File: config.mk
export PLATFORM = sky130hd
export DESIGN_NAME = modclk_gen
export DESIGN_NICKNAME = d
export VERILOG_FILES = /design/src/rtl/modclk_pkg.sv /design/src/rtl/modclk_cfg_reg.sv /design/src/rtl/modclk_src_edge.sv /design/src/rtl/modclk_div_core.sv /design/src/rtl/modclk_gen.sv
export SDC_FILE = /design/constraint.sdc
export NUM_CORES = 1
export LEC_CHECK = 0
export BUFFER_PORTS_ARGS = -buffer_cell sky130_fd_sc_hd__buf_2
export CAP_MARGIN = 0
export CORE_UTILIZATION = 45
export DETAILED_ROUTE_END_ITERATION = 12
export GPL_TIMING_DRIVEN = 0
export PLACE_DENSITY = 0.74
export SLEW_MARGIN = 40
export SYNTH_ARGS = -nofsm -noshare
export SYNTH_HDL_FRONTEND = slang
export SYNTH_SLANG_ARGS = --single-unit
File: constraint.sdc
create_clock -name clk -period 6.3 [get_ports clk]
set_input_delay 1.26 -clock clk [delete_from_list [all_inputs] [get_ports clk]]
set_output_delay 1.26 -clock clk [all_outputs]
set_load 0.02 [all_outputs]
File: src/rtl/modclk_pkg.sv
package modclk_pkg;
  localparam int CFG_W   = 32;
  localparam int M_LSB   = 0;
  localparam int M_W     = 4;
  localparam int P_LSB   = 16;
  localparam int P_W     = 2;
  localparam int SEL_LSB = 24;
  localparam int EN_BIT  = 31;
  // widest total ratio: (2^M_W) << (2^P_W - 1)
  localparam int N_W     = M_W + (1 << P_W);

  typedef struct packed {
    logic [M_W-1:0] m;
    logic [P_W-1:0] p;
  } div_set_t;

  function automatic logic [N_W-1:0] total_div(div_set_t d);
    logic [N_W-1:0] base;
    base = N_W'(d.m) + N_W'(1);
    return base << d.p;
  endfunction
endpackage

File: src/rtl/modclk_cfg_reg.sv
module modclk_cfg_reg
  import modclk_pkg::*;
#(
  parameter int SEL_W     = 2,
  parameter bit ALWAYS_ON = 1'b0
) (
  input  logic             clk,
  input  logic             rst_n,
  input  logic             wr_en,
  input  logic [CFG_W-1:0] wr_data,
  output logic [CFG_W-1:0] rd_data,
  output div_set_t         div_req,
  output logic [SEL_W-1:0] sel_req,
  output logic             en_req
);
  logic [CFG_W-1:0] word_q;

  always_ff @(posedge clk or negedge rst_n) begin
    if (!rst_n)     word_q <= '0;
    else if (wr_en) word_q <= wr_data;
  end

  assign rd_data   = word_q;
  assign div_req.m = word_q[M_LSB +: M_W];
  assign div_req.p = word_q[P_LSB +: P_W];
  assign sel_req   = word_q[SEL_LSB +: SEL_W];

  generate
    if (ALWAYS_ON) begin : g_crit
      assign en_req = 1'b1;
    end else begin : g_gated
      assign en_req = word_q[EN_BIT];
    end
  endgenerate

  // the stored word is visible one cycle after the write
  assert_readback_R1: assert property (@(posedge clk) disable iff (!rst_n)
    wr_en |=> (rd_data == $past(wr_data)));
endmodule

File: src/rtl/modclk_src_edge.sv
module modclk_src_edge #(
  parameter int SEL_W = 2
) (
  input  logic                    clk,
  input  logic                    rst_n,
  input  logic [(1<<SEL_W)-1:0]   src_clk,
  input  logic [SEL_W-1:0]        sel,
  output logic                    any_edge,
  output logic                    rise_edge
);
  localparam int NSRC = 1 << SEL_W;

  logic [NSRC-1:0] prev_q;
  logic [NSRC-1:0] rise_v;
  logic [NSRC-1:0] fall_v;

  always_ff @(posedge clk or negedge rst_n) begin
    if (!rst_n) prev_q <= '0;
    else        prev_q <= src_clk;
  end

  generate
    for (genvar i = 0; i < NSRC; i++) begin : g_src
      assign rise_v[i] = src_clk[i] & ~prev_q[i];
      assign fall_v[i] = ~src_clk[i] & prev_q[i];
    end
  endgenerate

  assign rise_edge = rise_v[sel];
  assign any_edge  = rise_v[sel] | fall_v[sel];
endmodule

File: src/rtl/modclk_div_core.sv
module modclk_div_core
  import modclk_pkg::*;
#(
  parameter int SEL_W = 2
) (
  input  logic             clk,
  input  logic             rst_n,
  input  div_set_t         div_req,
  input  logic [SEL_W-1:0] sel_req,
  input  logic             en_req,
  input  logic             any_edge,
  input  logic             rise_edge,
  output logic [SEL_W-1:0] sel_act,
  output logic             clk_out
);
  div_set_t       dset_act;
  logic           running;
  logic           out_q;
  logic [N_W-1:0] cnt_q;
  logic [N_W-1:0] n_last;
  logic           same_src;

  assign n_last   = total_div(dset_act) - N_W'(1);
  assign same_src = (sel_req == sel_act);

  always_ff @(posedge clk or negedge rst_n) begin
    if (!rst_n) begin
      running  <= 1'b0;
      out_q    <= 1'b0;
      cnt_q    <= '0;
      dset_act <= '0;
      sel_act  <= '0;
    end else if (!running) begin
      // parked low: track the request, start on a rising source edge
      dset_act <= div_req;
      sel_act  <= sel_req;
      if (en_req && rise_edge && same_src) begin
        running <= 1'b1;
        out_q   <= 1'b1;
        cnt_q   <= '0;
      end
    end else if (any_edge) begin
      if (cnt_q == n_last) begin
        cnt_q <= '0;
        if (out_q) begin
          out_q <= 1'b0;
        end else begin
          // period boundary: output is low, safe to retune
          dset_act <= div_req;
          if (en_req && same_src) out_q   <= 1'b1;
          else                    running <= 1'b0;
        end
      end else begin
        cnt_q <= cnt_q + N_W'(1);
      end
    end
  end

  assign clk_out = out_q;

  // the phase counter stays inside the active ratio
  assert_count_bound_R2: assert property (@(posedge clk) disable iff (!rst_n)
    running |-> (cnt_q <= n_last));
  // active divide settings only change where the output was low
  assert_retune_low_R6: assert property (@(posedge clk) disable iff (!rst_n)
    !$stable(dset_act) |-> !$past(out_q));
  // output moves only after an edge of the active source
  assert_move_on_edge_R7: assert property (@(posedge clk) disable iff (!rst_n)
    (out_q != $past(out_q)) |-> $past(any_edge));
  // output rises only after a rising source edge
  assert_rise_aligned_R9: assert property (@(posedge clk) disable iff (!rst_n)
    $rose(out_q) |-> $past(rise_edge));
  // a new high phase needs the enable
  assert_gate_R4: assert property (@(posedge clk) disable iff (!rst_n)
    $rose(out_q) |-> $past(en_req));
endmodule

File: src/rtl/modclk_gen.sv
module modclk_gen
  import modclk_pkg::*;
#(
  parameter int SEL_W     = 2,
  parameter bit ALWAYS_ON = 1'b0
) (
  input  logic                  clk,
  input  logic                  rst_n,
  input  logic                  wr_en,
  input  logic [31:0]           wr_data,
  output logic [31:0]           rd_data,
  input  logic [(1<<SEL_W)-1:0] src_clk,
  output logic                  clk_out
);
  div_set_t         div_req;
  logic [SEL_W-1:0] sel_req;
  logic [SEL_W-1:0] sel_act;
  logic             en_req;
  logic             any_edge;
  logic             rise_edge;

  modclk_cfg_reg #(.SEL_W(SEL_W), .ALWAYS_ON(ALWAYS_ON)) u_cfg (
    .clk     (clk),
    .rst_n   (rst_n),
    .wr_en   (wr_en),
    .wr_data (wr_data),
    .rd_data (rd_data),
    .div_req (div_req),
    .sel_req (sel_req),
    .en_req  (en_req)
  );

  modclk_src_edge #(.SEL_W(SEL_W)) u_edge (
    .clk       (clk),
    .rst_n     (rst_n),
    .src_clk   (src_clk),
    .sel       (sel_act),
    .any_edge  (any_edge),
    .rise_edge (rise_edge)
  );

  modclk_div_core #(.SEL_W(SEL_W)) u_div (
    .clk       (clk),
    .rst_n     (rst_n),
    .div_req   (div_req),
    .sel_req   (sel_req),
    .en_req    (en_req),
    .any_edge  (any_edge),
    .rise_edge (rise_edge),
    .sel_act   (sel_act),
    .clk_out   (clk_out)
  );
endmodule

==> impl_metrics.json <==
{
  "drt-total-wl_mm": 5.59,
  "r2r_cells": 10,
  "fp.coreArea_um2": 6030,
  "via_per_inst": 5.40,
  "critPathBufInv": 0,
  "hold_end": "u_cfg.rd_data[21]",
  "post_synth_main_area_contributors": "dfrtp_1, mux2_2, xnor2_1, mux2_4, xor2_1",
  "path_delay_family": "compound AO/OA/AOI/OAI gates",
  "ctsResizeCount": 0,
  "dp_slack_ns": 2.99,
  "setup_ws_ns": 2.99,
  "cp.required_ns": 6.50,
  "layout_common_cells": "buf_2, dfrtp_1, mux2_2",
  "grt_antenna_before_repair": 0,
  "dr.pass1.iters": 4,
  "drive_gt1_share_pct": 44.3,
  "setup_viol": 0,
  "grt_overflow": 0,
  "vias": 2111,
  "fillCellCount": 526,
  "status": "completed",
  "r2r_end": "u_div.dset_act[4]",
  "fin_nets": 357,
  "synthesis.instances": 238,
  "drt-met1-wl_mm": 2.58,
  "clock_sink_count": 54,
  "worstPathMaxFanout": 9,
  "numCtsBuffers": 5,
  "met2WireLength_mm": 2.62,
  "syn_area_per_cell_um2": 12.0,
  "fin_setup_tns_ns": 0,
  "slew_headroom_pct": 56.1,
  "synthArstFlopShare_pct": 100,
  "worst_pin_slew_ns": 0.658,
  "synth_top_area_cell": "dfrtp_1",
  "die_h_um": 81.7,
  "h-tree-depth": 2,
  "synth-edff-count": 0,
  "netlist_area_um2": 2860,
  "layout_commonest_cell": "buf_2",
  "yosysSeqAreaShare_pct": 47.2,
  "finalCritPeriodShare_pct": 52.5,
  "dieArea_um2": 6680,
  "wl_met3_um": 329,
  "synth-seq-cells": 54,
  "r2r_slack_ns": 2.99,
  "root_buffer": "clkbuf_8",
  "drt_iter0_markers": 110,
  "n_antenna_cell": 0,
  "cp-end-kind": "flop",
  "fp-row-count": 28,
  "arrival_ns": 3.50,
  "skew_ns": 0.00458,
  "portBuffers": 70,
  "ant_nets": 0,
  "cts.reportedPaths.clkPinSlew_ns": 0.10,
  "cts_max_path_buffers": 2,
  "top_layer": "met4",
  "rsz0062_at_grt": "false",
  "worstHoldStart": "u_cfg.rd_data[21]",
  "powerDensity_nw_per_um2": 468,
  "start_util_pct": 47.5,
  "fin_area_um2": 3400,
  "multi_input_area_um2": 1420,
  "drv_slew": 0,
  "peakVddDrop_mv": 0.270,
  "crit_path_cell_trace": "ha_1 -> xor2_2 -> a21oi_1 -> and2_2 -> xnor2_1 -> a211oi_2 -> xnor2_1 -> or3_4 -> o41a_4 -> mux2_4",
  "grtUsageTotal_pct": 17.6,
  "area_growth_syn_to_layout_pct": 18.9,
  "synth.distinct_cells": 58,
  "hold_depth": 1,
  "post_cts_buffers": 0,
  "slowest_stage": "dfrtp_1",
  "placed_cell_area_um2": 3310,
  "grt_pass1_vias": 2051,
  "crit_path_start_kind": "flop",
  "grt_max_degree": 55,
  "worstHoldPathType": "reg2reg",
  "clk_latency_ns": 0.31,
  "grt_pass1_wl_mm": 9.04,
  "holdWs_ns": 0.509,
  "yosys_warnings": 0,
  "hpwl_mm": 4.24,
  "synth_nets": 280,
  "path_common_cell": "xnor2_1",
  "ff_latch_area_um2": 1350,
  "gp_congestion": 0.811,
  "crit_type": "reg2reg",
  "drc": 0,
  "cts_tree": "built",
  "period_needed_ns": 3.31,
  "die_x_um": 81.7,
  "wl_per_cell_um": 14.3,
  "maxCapViolCount": 0,
  "cellLeakagePower_nw": 1.54,
  "synth_top_area_share_pct": 47.2,
  "ios": 72,
  "hold_buffers": 0,
  "fmax_mhz": 302,
  "r2r_start": "u_div.dset_act[2]",
  "final_hold_viol_count": 0,
  "synthFlopType": "dfrtp_1",
  "slowest_delay_ns": 0.51
}
## power by group
part | switching [W] | leakage, nW | internal [W]
Clock | 0.000117 | 0.0483 | 0.0000804
Combinational | 0.000471 | 0.856 | 0.000423
Sequential | 0.0000824 | 0.635 | 0.000418
Total | 0.000671 | 1.54 | 0.000921
## cell families after synthesis
group | after synthesis | share of synthesized area, %
xor+xnor | 23 | 7.30
flops | 54 | 47.2
simple gates | 54 | 10.6
mux | 43 | 18.1
buf+inv | 17 | 3.32
compound gates | 44 | 12.2
fa+ha+maj | 3 | 1.31
## layout make-up
class / instances / area share, %
plain buffers: 10 / 2.02
repair buffers: 70 / 10.4
multi-input cells: 167 / 41.6
clock buffers: 5 / 2.02
inverters: 7 / 0.772
well taps: 75 / 2.76
flip-flops and latches: 54 / 39.7
clock inverters: 3 / 0.772
## sequential cells by signal (all words and copies together), names as in the netlist
register,count
u_cfg.rd_data,32
u_div.clk_out,1
u_div.cnt_q,8
u_div.dset_act,6
u_div.running,1
u_div.sel_act,2
u_edge.prev_q,4
## synthesized netlist by cell type, drive strengths merged (4+ instances only)
cell    number
a211oi       4
a21oi        8
and2         4
buf          6
clkbuf       4
dfrtp       54
inv          7
mux2        41
nand2       12
nand3        8
nor2         6
nor3         4
o21ai        7
xnor2       14
xor2         9
## layer usage
metal / track usage [%] / vias up
met1: 24.4 / 1021
met3: 3.67 / 6
met2: 27.8 / 60
met5: 0 / -
li1: - / 1024
met4: 4.74 / 0
## metrics by stage
| stage | std cells | utilization (%) | power [W] |
|---|---|---|---|
| 6_report | 391 | 56.5 | 0.00159 |
| 3_5_place_dp | 383 | 54.9 | 0.00140 |
| 4_1_cts | 391 | 56.5 | 0.00160 |
| 5_1_grt | 391 | 56.5 | 0.00170 |
| 3_3_place_gp | 383 | 54.9 | 0.00137 |
| 2_1_floorplan | 238 | - | 0.00121 |
## worst max path at each step
stage,start,endpoint,slack [ns],cells after the start
6_report,u_div.dset_act[2],u_div.dset_act[4],2.99,10
3_5_place_dp,u_div.dset_act[2],u_div.dset_act[4],2.99,10
4_1_cts,u_div.dset_act[2],u_div.dset_act[4],2.97,10
3_3_place_gp,u_div.dset_act[2],u_div.dset_act[2],3.03,9
2_1_floorplan,u_div.dset_act[2],u_div.dset_act[0],3.29,9
5_1_grt,u_div.dset_act[2],u_div.dset_act[0],2.81,10
No activity file was read; power rests on OpenSTA's default activity.
